[src/rtl/sddma_pkg.sv]
package sddma_pkg;

    localparam int DATA_W  = 32;
    localparam int ADDR_W  = 64;
    localparam int REG_W   = 32;
    localparam int RA_W    = 4;
    localparam int CNT_W   = 32;
    localparam int SIZE_W  = 16;
    localparam int LEN_W   = CNT_W + SIZE_W;
    localparam int WORD_SH = $clog2(DATA_W / 8);

    typedef enum logic [RA_W-1:0] {
        RG_MODE   = 4'd0,
        RG_CTRL   = 4'd1,
        RG_CHRST  = 4'd2,
        RG_STAT1  = 4'd3,
        RG_MASK1  = 4'd4,
        RG_STAT2  = 4'd5,
        RG_MASK2  = 4'd6,
        RG_ADDRLO = 4'd7,
        RG_ADDRHI = 4'd8,
        RG_BSIZE  = 4'd9,
        RG_BCOUNT = 4'd10,
        RG_XMODE  = 4'd11
    } reg_sel_e;

    // bit positions decoded by software
    localparam int B_DIR       = 16;
    localparam int B_INC       = 0;
    localparam int B_START     = 0;
    localparam int B_RST_C2M   = 9;
    localparam int B_RST_M2C   = 8;
    localparam int B_DONE_C2M  = 20;
    localparam int B_EARLY_C2M = 17;
    localparam int B_DONE_M2C  = 16;
    localparam int B_ERR_C2M   = 17;
    localparam int B_ERR_M2C   = 16;
    localparam int B_DMA_EN    = 1;

    typedef struct packed {
        logic              to_mem;
        logic              incr;
        logic [ADDR_W-1:0] base;
        logic [LEN_W-1:0]  words;
    } xfer_cfg_t;

    typedef struct packed {
        logic done_c2m;
        logic done_m2c;
        logic early_c2m;
        logic err_c2m;
        logic err_m2c;
    } xfer_evt_t;

    typedef enum logic [2:0] {
        ST_IDLE,
        ST_C2M_TAKE,
        ST_C2M_STORE,
        ST_M2C_LOAD,
        ST_M2C_GIVE
    } eng_state_e;

    function automatic logic [LEN_W-1:0] word_count(
        input logic [CNT_W-1:0]  blocks,
        input logic [SIZE_W-1:0] bytes_per_block
    );
        logic [LEN_W-1:0] total;
        total = LEN_W'(blocks) * LEN_W'(bytes_per_block);
        return total >> WORD_SH;
    endfunction

endpackage

[src/rtl/sddma_regs.sv]
module sddma_regs
    import sddma_pkg::*;
(
    input  logic             clk,
    input  logic             rst,
    input  logic             reg_we,
    input  logic [RA_W-1:0]  reg_addr,
    input  logic [REG_W-1:0] reg_wdata,
    output logic [REG_W-1:0] reg_rdata,
    input  xfer_evt_t        evt,
    output xfer_cfg_t        cfg,
    output logic             start,
    output logic             abort_c2m,
    output logic             abort_m2c,
    output logic             irq
);

    logic              mode_dir, mode_inc, dma_en;
    logic [REG_W-1:0]  mask1, mask2, addr_lo, addr_hi;
    logic [SIZE_W-1:0] bsize;
    logic [CNT_W-1:0]  bcount;
    logic              s_done_c2m, s_done_m2c, s_early_c2m;
    logic              s_err_c2m, s_err_m2c;
    logic [REG_W-1:0]  stat1_v, stat2_v;
    logic              wr_st1, wr_st2;

    assign wr_st1 = reg_we && (reg_addr == RG_STAT1);
    assign wr_st2 = reg_we && (reg_addr == RG_STAT2);

    always_ff @(posedge clk) begin
        if (rst) begin
            mode_dir    <= 1'b0;
            mode_inc    <= 1'b0;
            dma_en      <= 1'b0;
            mask1       <= '1;
            mask2       <= '1;
            addr_lo     <= '0;
            addr_hi     <= '0;
            bsize       <= '0;
            bcount      <= '0;
            s_done_c2m  <= 1'b0;
            s_done_m2c  <= 1'b0;
            s_early_c2m <= 1'b0;
            s_err_c2m   <= 1'b0;
            s_err_m2c   <= 1'b0;
        end else begin
            if (reg_we) begin
                case (reg_addr)
                    RG_MODE: begin
                        mode_dir <= reg_wdata[B_DIR];
                        mode_inc <= reg_wdata[B_INC];
                    end
                    RG_MASK1:  mask1   <= reg_wdata;
                    RG_MASK2:  mask2   <= reg_wdata;
                    RG_ADDRLO: addr_lo <= reg_wdata;
                    RG_ADDRHI: addr_hi <= reg_wdata;
                    RG_BSIZE:  bsize   <= reg_wdata[SIZE_W-1:0];
                    RG_BCOUNT: bcount  <= reg_wdata[CNT_W-1:0];
                    RG_XMODE:  dma_en  <= reg_wdata[B_DMA_EN];
                    default: ;
                endcase
            end
            // new events win over a clearing write in the same cycle
            s_done_c2m  <= evt.done_c2m  | (s_done_c2m  & ~(wr_st1 & ~reg_wdata[B_DONE_C2M]));
            s_done_m2c  <= evt.done_m2c  | (s_done_m2c  & ~(wr_st1 & ~reg_wdata[B_DONE_M2C]));
            s_early_c2m <= evt.early_c2m | (s_early_c2m & ~(wr_st1 & ~reg_wdata[B_EARLY_C2M]));
            s_err_c2m   <= evt.err_c2m   | (s_err_c2m   & ~(wr_st2 & ~reg_wdata[B_ERR_C2M]));
            s_err_m2c   <= evt.err_m2c   | (s_err_m2c   & ~(wr_st2 & ~reg_wdata[B_ERR_M2C]));
        end
    end

    always_comb begin
        stat1_v              = '0;
        stat1_v[B_DONE_C2M]  = s_done_c2m;
        stat1_v[B_EARLY_C2M] = s_early_c2m;
        stat1_v[B_DONE_M2C]  = s_done_m2c;
        stat2_v              = '0;
        stat2_v[B_ERR_C2M]   = s_err_c2m;
        stat2_v[B_ERR_M2C]   = s_err_m2c;
    end

    always_comb begin
        reg_rdata = '0;
        case (reg_addr)
            RG_MODE: begin
                reg_rdata[B_DIR] = mode_dir;
                reg_rdata[B_INC] = mode_inc;
            end
            RG_STAT1:  reg_rdata = stat1_v;
            RG_MASK1:  reg_rdata = mask1;
            RG_STAT2:  reg_rdata = stat2_v;
            RG_MASK2:  reg_rdata = mask2;
            RG_ADDRLO: reg_rdata = addr_lo;
            RG_ADDRHI: reg_rdata = addr_hi;
            RG_BSIZE:  reg_rdata = REG_W'(bsize);
            RG_BCOUNT: reg_rdata = REG_W'(bcount);
            RG_XMODE:  reg_rdata[B_DMA_EN] = dma_en;
            default:   reg_rdata = '0;
        endcase
    end

    assign cfg.to_mem = mode_dir;
    assign cfg.incr   = mode_inc;
    assign cfg.base   = {addr_hi, addr_lo};
    assign cfg.words  = word_count(bcount, bsize);

    assign start     = reg_we && (reg_addr == RG_CTRL) && reg_wdata[B_START] && dma_en;
    assign abort_c2m = reg_we && (reg_addr == RG_CHRST) && reg_wdata[B_RST_C2M];
    assign abort_m2c = reg_we && (reg_addr == RG_CHRST) && reg_wdata[B_RST_M2C];

    assign irq = (|(stat1_v & ~mask1)) | (|(stat2_v & ~mask2));

endmodule

[src/rtl/sddma_engine.sv]
module sddma_engine
    import sddma_pkg::*;
#(
    parameter int ALIGN_BYTES = 16
) (
    input  logic              clk,
    input  logic              rst,
    input  logic              start,
    input  xfer_cfg_t         cfg,
    input  logic              abort_c2m,
    input  logic              abort_m2c,
    output logic              mem_req,
    output logic              mem_we,
    output logic [ADDR_W-1:0] mem_addr,
    output logic [DATA_W-1:0] mem_wdata,
    input  logic              mem_gnt,
    input  logic [DATA_W-1:0] mem_rdata,
    input  logic              buf_rd_valid,
    output logic              buf_rd_ready,
    input  logic [DATA_W-1:0] buf_rd_data,
    output logic              buf_wr_valid,
    input  logic              buf_wr_ready,
    output logic [DATA_W-1:0] buf_wr_data,
    output xfer_evt_t         evt
);

    localparam int ALIGN_LSB = $clog2(ALIGN_BYTES);
    localparam int STEP      = DATA_W / 8;

    eng_state_e        state;
    logic [ADDR_W-1:0] addr_q;
    logic [LEN_W-1:0]  left_q;
    logic [DATA_W-1:0] hold_q;
    logic              inc_q;
    logic              bad_cfg, last, accept;
    logic [ADDR_W-1:0] addr_next;

    assign bad_cfg   = (|cfg.base[ALIGN_LSB-1:0]) || (cfg.words == '0);
    assign last      = (left_q == LEN_W'(1));
    assign accept    = (state == ST_IDLE) && start;
    assign addr_next = inc_q ? addr_q + ADDR_W'(STEP) : addr_q;

    always_ff @(posedge clk) begin
        if (rst) begin
            state  <= ST_IDLE;
            addr_q <= '0;
            left_q <= '0;
            hold_q <= '0;
            inc_q  <= 1'b0;
        end else begin
            case (state)
                ST_IDLE: begin
                    if (accept && !bad_cfg) begin
                        addr_q <= cfg.base;
                        left_q <= cfg.words;
                        inc_q  <= cfg.incr;
                        state  <= cfg.to_mem ? ST_C2M_TAKE : ST_M2C_LOAD;
                    end
                end
                ST_C2M_TAKE: begin
                    if (abort_c2m) begin
                        state <= ST_IDLE;
                    end else if (buf_rd_valid) begin
                        hold_q <= buf_rd_data;
                        state  <= ST_C2M_STORE;
                    end
                end
                ST_C2M_STORE: begin
                    if (abort_c2m) begin
                        state <= ST_IDLE;
                    end else if (mem_gnt) begin
                        if (last) begin
                            state <= ST_IDLE;
                        end else begin
                            left_q <= left_q - LEN_W'(1);
                            addr_q <= addr_next;
                            state  <= ST_C2M_TAKE;
                        end
                    end
                end
                ST_M2C_LOAD: begin
                    if (abort_m2c) begin
                        state <= ST_IDLE;
                    end else if (mem_gnt) begin
                        hold_q <= mem_rdata;
                        state  <= ST_M2C_GIVE;
                    end
                end
                ST_M2C_GIVE: begin
                    if (abort_m2c) begin
                        state <= ST_IDLE;
                    end else if (buf_wr_ready) begin
                        if (last) begin
                            state <= ST_IDLE;
                        end else begin
                            left_q <= left_q - LEN_W'(1);
                            addr_q <= addr_next;
                            state  <= ST_M2C_LOAD;
                        end
                    end
                end
                default: state <= ST_IDLE;
            endcase
        end
    end

    assign mem_req      = (state == ST_C2M_STORE) || (state == ST_M2C_LOAD);
    assign mem_we       = (state == ST_C2M_STORE);
    assign mem_addr     = addr_q;
    assign mem_wdata    = hold_q;
    assign buf_rd_ready = (state == ST_C2M_TAKE);
    assign buf_wr_valid = (state == ST_M2C_GIVE);
    assign buf_wr_data  = hold_q;

    assign evt.err_c2m   = accept && bad_cfg && cfg.to_mem;
    assign evt.err_m2c   = accept && bad_cfg && !cfg.to_mem;
    assign evt.early_c2m = (state == ST_C2M_TAKE) && buf_rd_valid && last && !abort_c2m;
    assign evt.done_c2m  = (state == ST_C2M_STORE) && mem_gnt && last && !abort_c2m;
    assign evt.done_m2c  = (state == ST_M2C_GIVE) && buf_wr_ready && last && !abort_m2c;

endmodule

[src/rtl/sddma_top.sv]
module sddma_top
    import sddma_pkg::*;
#(
    parameter int ALIGN_BYTES = 16
) (
    input  logic              clk,
    input  logic              rst,
    input  logic              reg_we,
    input  logic [RA_W-1:0]   reg_addr,
    input  logic [REG_W-1:0]  reg_wdata,
    output logic [REG_W-1:0]  reg_rdata,
    output logic              dma_irq,
    output logic              mem_req,
    output logic              mem_we,
    output logic [ADDR_W-1:0] mem_addr,
    output logic [DATA_W-1:0] mem_wdata,
    input  logic              mem_gnt,
    input  logic [DATA_W-1:0] mem_rdata,
    input  logic              buf_rd_valid,
    output logic              buf_rd_ready,
    input  logic [DATA_W-1:0] buf_rd_data,
    output logic              buf_wr_valid,
    input  logic              buf_wr_ready,
    output logic [DATA_W-1:0] buf_wr_data
);

    xfer_cfg_t cfg;
    xfer_evt_t evt;
    logic      start_pulse, abort_c2m, abort_m2c, abort_any;

    assign abort_any = abort_c2m | abort_m2c;

    sddma_regs u_regs (
        .clk       (clk),
        .rst       (rst),
        .reg_we    (reg_we),
        .reg_addr  (reg_addr),
        .reg_wdata (reg_wdata),
        .reg_rdata (reg_rdata),
        .evt       (evt),
        .cfg       (cfg),
        .start     (start_pulse),
        .abort_c2m (abort_c2m),
        .abort_m2c (abort_m2c),
        .irq       (dma_irq)
    );

    sddma_engine #(.ALIGN_BYTES(ALIGN_BYTES)) u_engine (
        .clk          (clk),
        .rst          (rst),
        .start        (start_pulse),
        .cfg          (cfg),
        .abort_c2m    (abort_c2m),
        .abort_m2c    (abort_m2c),
        .mem_req      (mem_req),
        .mem_we       (mem_we),
        .mem_addr     (mem_addr),
        .mem_wdata    (mem_wdata),
        .mem_gnt      (mem_gnt),
        .mem_rdata    (mem_rdata),
        .buf_rd_valid (buf_rd_valid),
        .buf_rd_ready (buf_rd_ready),
        .buf_rd_data  (buf_rd_data),
        .buf_wr_valid (buf_wr_valid),
        .buf_wr_ready (buf_wr_ready),
        .buf_wr_data  (buf_wr_data),
        .evt          (evt)
    );

endmodule

[config.mk]
export PLATFORM = sky130hd
export DESIGN_NAME = sddma_top
export DESIGN_NICKNAME = d
export VERILOG_FILES = /design/src/rtl/sddma_pkg.sv /design/src/rtl/sddma_regs.sv /design/src/rtl/sddma_engine.sv /design/src/rtl/sddma_top.sv
export SDC_FILE = /design/constraint.sdc
export NUM_CORES = 2
export LEC_CHECK = 0
export BUFFER_PORTS_ARGS = -buffer_cell sky130_fd_sc_hd__buf_2
export CAP_MARGIN = 15
export CORE_ASPECT_RATIO = 1.4
export CORE_MARGIN = 4
export CORE_UTILIZATION = 45
export CTS_CLUSTER_DIAMETER = 40
export CTS_CLUSTER_SIZE = 10
export DETAILED_ROUTE_END_ITERATION = 16
export HOLD_SLACK_MARGIN = 0.15
export PLACE_DENSITY = 0.67
export REMOVE_ABC_BUFFERS = 1
export SLEW_MARGIN = 20
export SYNTH_ARGS = -nofsm -noshare
export SYNTH_HDL_FRONTEND = slang
export SYNTH_SLANG_ARGS = --single-unit
[constraint.sdc]
create_clock -name clk -period 10.1 [get_ports clk]
set_input_delay 2.02 -clock clk [delete_from_list [all_inputs] [get_ports clk]]
set_output_delay 2.02 -clock clk [all_outputs]
set_load 0.02 [all_outputs]
== Word level (Yosys, flattened, before mapping) ==
Cells that the tools add are included.

* Logic and storage cells: 165
* Bits in registers: 332
* Output and inout port bits: 165

* Mux-type cells: 38
* Multipliers: 1
* Eq/ne operators: 29
* Reductions and logical operators: 48
* Add/subtract/negate cells: 2
* Bitwise gates (word level): 28

{| class="wikitable"
|+ Operators by type and width
! cell !! count
|-
| $mux W64 || 7
|-
| $mux W48 || 6
|-
| $pmux W64 S3 || 1
|-
| $pmux W48 S3 || 1
|-
| $mux W32 || 4
|-
| $pmux W15 S7 || 1
|-
| $pmux W14 S6 || 1
|-
| $add A64 B3 Y64 const B || 1
|-
| $not A32 Y32 || 2
|-
| $pmux W32 S2 || 1
|-
| $reduce_or A32 Y1 || 2
|-
| $eq A48 B1 Y1 const B || 1
|-
| $logic_not A48 Y1 || 1
|-
| $mul A32 B16 Y48 || 1
|-
| $sub A48 B1 Y48 const B || 1
|-
| $and A18 B32 Y32 || 1
|-
| $and A21 B32 Y32 || 1
|-
| $mux W3 || 9
|-
| $logic_and A1 B1 Y1 || 22
|-
| $reduce_and A2 Y1 || 9
|-
| $eq A4 B3 Y1 const B || 4
|-
| $eq A4 B4 Y1 const B || 4
|-
| $pmux W3 S5 || 1
|-
| $ne A2 B2 Y1 const B || 7
|-
| other kinds (24) || 57
|}

== Longest topological paths before layout ==
* Depth in word-level cells: 8
* Depth in mapped cells: 31
* Gate-level depth less buffers: 26

== Modules after synthesis ==
From an unflattened synthesis, not the netlist that was laid out.

* Cells, all modules: 4178
* Area, all modules: 33558.4 µm²

{| class="wikitable"
|+ Modules (own cells, without submodules)
! module !! cells each !! sequential area each (µm²) !! area each (µm²) !! instances
|-
| sddma_regs || 2859 || 3683.5 || 23749.0 || 1
|-
| sddma_engine || 1319 || 2962.8 || 9809.4 || 1
|}

== Worst setup path after synthesis ==
OpenSTA, ideal clock, no wires.

* Path kind: flip-flop to flip-flop
* Start: register u_regs.bcount[10]
* End: register u_engine.addr_q[22], in the netlist u_engine.mem_addr[22]
* Arrival: 7.599 ns
* Data required time: 10.014 ns
* Library setup time: 0.086 ns
* Setup slack: 2.415 ns
* Clock period less this slack: 7.685 ns
* Cell stages (with the launch flop): 28
* Path through: dfxtp_1 clkbuf_1 clkbuf_1 nand2_1 fa_1 fa_1 fa_1 fa_1 inv_1 fa_1 fa_1 ha_1 buf_2 nand2_2 o21a_2 o311a_4 a31oi_4 a21o_1 mux2_1 or3_1 a2111oi_1 nand3_2 and2_4 buf_6 or3_1 buf_2 buf_6 a221oi_2

* Longest elaborated chain between the ends: 7

{| class="wikitable"
|+ RTL lines
! what !! RTL line !! source
|-
| from (decl) || sddma_regs.sv:21 || <nowiki>logic [CNT_W-1:0] bcount;</nowiki>
|-
| from (signal assigned) || sddma_regs.sv:58 || <nowiki>RG_BCOUNT: bcount <= reg_wdata[CNT_W-1:0];</nowiki>
|-
| $mul A32 B16 Y48 || sddma_pkg.sv:68 || <nowiki>total = LEN_W'(blocks) * LEN_W'(bytes_per_block);</nowiki>
|-
| $logic_not A48 Y1 || sddma_engine.sv:38 || <nowiki>assign bad_cfg = (|cfg.base[ALIGN_LSB-1:0]) || (cfg.words == '0);</nowiki>
|-
| $logic_or A1 B1 Y1 || sddma_engine.sv:38 ||
|-
| $logic_not A1 Y1 || sddma_engine.sv:53 || <nowiki>if (accept && !bad_cfg) begin</nowiki>
|-
| $logic_and A1 B1 Y1 || sddma_engine.sv:53 ||
|-
| $ne A2 B2 Y1 (no line) || - ||
|-
| $reduce_and A6 Y1 (no line) || - ||
|-
| to (signal assigned) || sddma_engine.sv:54 || <nowiki>addr_q <= cfg.base;</nowiki>
|-
| to (signal assigned) || sddma_engine.sv:76 || <nowiki>addr_q <= addr_next;</nowiki>
|-
| to (signal assigned) || sddma_engine.sv:97 || <nowiki>addr_q <= addr_next;</nowiki>
|-
| to (decl) || sddma_engine.sv:31 || <nowiki>logic [ADDR_W-1:0] addr_q;</nowiki>
|}

Every way passes these cells.
A chain may end at the register's enable or synchronous reset.

== Worst setup path in the final report ==
* Start: register u_regs.bsize[4]
* End: register u_engine.addr_q[22], in the netlist u_engine.mem_addr[22]

* Longest elaborated chain between the ends: 7

{| class="wikitable"
|+ RTL lines
! what !! RTL line !! source
|-
| from (decl) || sddma_regs.sv:20 || <nowiki>logic [SIZE_W-1:0] bsize;</nowiki>
|-
| from (signal assigned) || sddma_regs.sv:57 || <nowiki>RG_BSIZE: bsize <= reg_wdata[SIZE_W-1:0];</nowiki>
|-
| $mul A32 B16 Y48 || sddma_pkg.sv:68 ||
|-
| $logic_not A48 Y1 || sddma_engine.sv:38 ||
|-
| $logic_or A1 B1 Y1 || sddma_engine.sv:38 ||
|-
| $logic_not A1 Y1 || sddma_engine.sv:53 ||
|-
| $logic_and A1 B1 Y1 || sddma_engine.sv:53 ||
|-
| $ne A2 B2 Y1 (no line) || - ||
|-
| $reduce_and A6 Y1 (no line) || - ||
|}

Every way passes these cells.

==> flow_summary.toml <==
[finish]
antennaDiodeCount = 0
nFillCells = 7186
stdcell_count = 5301
nets = 4977
utilization_pct = 49.4
syn_to_final_growth_pct = 8.81
drive_gt1_share_pct = 10.2

[synthesis]
synth_top_area_cell = "fa_1"
async_flop_share_pct = 0
synth_compound_area_share_pct = 14.8
synth_top_area_share_pct = 24.9
synth_common_cells = "887 x nand2_1, 465 x inv_1, 418 x fa_1"
synthFlopType = "dfxtp_1"
muxShareOfSynthArea_pct = 1.26
syn_avg_cell_area_um2 = 7.82
synth_most_common_cell = "nand2_1"
synthSimpleGateAreaFrac_pct = 24.1
syn_area_mm2 = 0.0336
yosys.cell_types.count = 92
synthAdderAreaFrac_pct = 29.5
netlist_instances = 4293
synth_xor_xnor_area_share_pct = 0.965
yosysWarnings = 0
synth_top_family_by_area = "adder cells"
ys_seq_area_share_pct = 19.8
synth_area_leaders = "fa_1 25%, dfxtp_1 20%, nand2_1 9.9%"
synth-edff-count = 0
ys_seq_elements = 332

[floorplan]
num_rows = 118
dieArea_mm2 = 0.0791
core-area_mm2 = 0.0740
die_h_um = 331
ioPinCount = 271
fp.dieW_um = 239
start_util_pct = 45.4

[global_routing]
use_met3_pct = 3.55
gr-usage-met1_pct = 33.5
antenna_found_initial = 3
grt-busiest-layer = "met2"
grt_use_total_pct = 28.2
grt_pass1_wl_um = 180000
grt_overflow = 0
grt_pass1_vias = 32300
grt_max_degree = 108
grt_use_met2_pct = 49.6

[sta]
worst_pin_slew_ns = 1.18
layout_min_cycle_time_ns = 9.23
tns_ns = 0
hold_violations = 0
maxSlewHeadroom_pct = 21.1
final.period_utilization_pct = 91.4
finClkSkew_ns = 0.0292
rsz0062_at_grt = "no"
maxSlewViolCount = 0
setup_viol_count_final = 0
clock.fmax_mhz = 108

[route]
dr.pass1.iters = 8
via_per_inst = 5.94
vias = 31500
avgRoutedWirePerCell_um = 21.4
drt_iter0_drc = 2791
ant_nets = 0
drc = 0
drt-total-wl_um = 114000

[power_and_ir_drop]
powerDensity_mw_per_mm2 = 110
power_mw = 4.01
p_leak_nw = 16.4
irDropWorstVdd_v = 0.000146

[placed_design]
dp_cells = 5248
portBuffers = 270
hpwl_um = 85400
gp_congestion = 0.972

[clock_network]
htree_levels = 2
cts_tree = "done"
cts-root-buf = "clkbuf_16"
clk_pin_slew_ns = 0.06
clkSinkCount = 332
post_cts_resized = 0
postCtsSetupRepairBufs = 0
cts_buffers = 41
cts.path.max_buffers = 3
postCtsHoldBufs = 0
clk_latency_ns = 0.58

[worst_setup_path]
path_class = "reg -> reg"
path_delay_family = "adder cells"
critPathSlowestCell = "dfxtp_1"
crit_buf_inv = 5
end_kind = "flip-flop"
path_max_fanout = 38
critPathRequiredTime_ns = 10.57
crit_path_frequent_cell = "fa_1"
max_stage_delay_ns = 1.01
timing.rr.end = "u_engine.mem_addr[22]$_SDFFE_PP0P_"
crit_chain = "buf_4, and2_1, fa_1, inv_1, fa_1, fa_1, inv_1, fa_1, fa_1, inv_1, fa_1, inv_1, ha_1, nand4_1, o311a_4, a31oi_4, a21o_1, mux2_1, or3_1, a2111oi_1, nand3_2, and2_4, or3_1, a221oi_2"
reg2reg_depth = 24
arrival_ns = 9.69
cp-start-kind = "flip-flop"
rr_startpoint = "u_regs.bsize[4]$_SDFFE_PP0P_"
rrSetupSlack_ns = 0.87

[worst_hold_path]
min_to = "u_regs.bcount[2]$_SDFFE_PP0P_"
hp-class = "reg -> reg"
whs_path_depth = 2
min_from = "u_regs.bcount[2]$_SDFFE_PP0P_"

[run]
drv_cap = 0

[outcome]
status = "completed"
## kinds of logic (layout without fill, tap and decap cells)
| group | Yosys count | after routing |
|---|---|---|
| compound gates | 758 | 758 |
| xor+xnor | 37 | 37 |
| fa+ha+maj | 540 | 540 |
| buf+inv | 819 | 867 |
| flops | 332 | 332 |
| mux | 42 | 42 |
| simple gates | 1765 | 1765 |
## tightest hold or removal path, delay by kind of cell, from the launching register on
family | cells | cell delay [ns]
AND/OR/NAND/NOR | 1 | 0.05
flip-flops | 1 | 0.31
AO/OA/AOI/OAI | 1 | 0.05
## area by class of cell
type / instances / area [µm²] / area share (%)
multi-input cells: 3142 / 23800 / 65.1
flip-flops and latches: 332 / 6650 / 18.2
repair buffers: 347 / 1960 / 5.37
inverters: 467 / 1750 / 4.80
well taps: 960 / 1200 / 3.29
clock buffers: 47 / 1100 / 3.01
clock inverters: 6 / 87.6 / 0.240
## cell usage in the layout, fill, tap and decap left out, types with 10 or more instances in the layout
| master | count |
|---|---|
| a21o_1 | 20 |
| o31ai_1 | 27 |
| xnor2_1 | 21 |
| o21ai_0 | 104 |
| a31oi_1 | 33 |
| nand2_1 | 886 |
| nor2_1 | 178 |
| or3_1 | 18 |
| ha_1 | 122 |
| inv_1 | 464 |
| nor4_1 | 30 |
| o211ai_1 | 31 |
| dfxtp_1 | 332 |
| buf_2 | 269 |
| nand2b_1 | 13 |
| buf_4 | 75 |
| a21oi_1 | 264 |
| o21ai_1 | 13 |
| fa_1 | 418 |
| and3_1 | 28 |
| a211oi_1 | 15 |
| xor2_1 | 16 |
| nand4_1 | 39 |
| o32ai_1 | 35 |
| a311oi_1 | 35 |
| a22oi_1 | 83 |
| mux2i_1 | 40 |
| and2_1 | 209 |
| clkbuf_16 | 42 |
| nand3_1 | 199 |
| and4_1 | 10 |
| nor3_1 | 96 |
## routing by layer
| layer | wire (µm) | up-vias | part of all wire (%) |
|---|---|---|---|
| met2 | 56600 | 1486 | 50 |
| met1 | 42100 | 15400 | 37 |
| met4 | 6990 | 4 | 6.1 |
| met5 | 23 | - | 0.020 |
| li1 | - | 14200 | - |
| met3 | 7910 | 387 | 7.0 |
## worst max path at each step
stage | start | end | slack, ns | cells after the start
after CTS | u_regs.bsize[4]$_SDFFE_PP0P_ | u_engine.mem_addr[22]$_SDFFE_PP0P_ | 0.91 | 24
after global routing | u_regs.bsize[4]$_SDFFE_PP0P_ | u_engine.mem_addr[22]$_SDFFE_PP0P_ | 0.46 | 25
final | u_regs.bsize[4]$_SDFFE_PP0P_ | u_engine.mem_addr[22]$_SDFFE_PP0P_ | 0.87 | 24
after floorplan | u_regs.bsize[7]$_SDFFE_PP0P_ | u_engine.left_q[23]$_SDFFE_PP0P_ | 0.12 | 25
after global placement | u_regs.bsize[4]$_SDFFE_PP0P_ | u_engine.mem_addr[61]$_SDFFE_PP0P_ | 1.15 | 24
after detailed placement | u_regs.bsize[4]$_SDFFE_PP0P_ | u_engine.mem_addr[22]$_SDFFE_PP0P_ | 0.98 | 24
## flip-flops by register name, indices dropped and copies added, names as in the netlist, 3 cells and up
register and count:
u_regs.mask1 32, u_engine.state 3, u_engine.left_q 48, u_engine.buf_wr_data 32
u_regs.addr_lo 32, u_regs.bcount 32, u_regs.addr_hi 32, u_regs.mask2 32
u_engine.mem_addr 64, u_regs.bsize 16
## per-stage QoR
stage,cell area [µm²],setup slack (ns),hold WS [ns]
after global routing,36500,0.458,0.477
after CTS,36500,0.913,0.455
after global placement,35300,1.15,0.442
after detailed placement,35300,0.983,0.447
after floorplan,32100,0.122,0.438
final,36500,0.873,0.452
## power by group
part	switching [mW]	internal [mW]	leakage (nW)
Combinational	0.834	0.343	13.1
Sequential	0.0685	1.37	2.68
Clock	0.596	0.793	0.581
(Power assumes the default switching activity.)
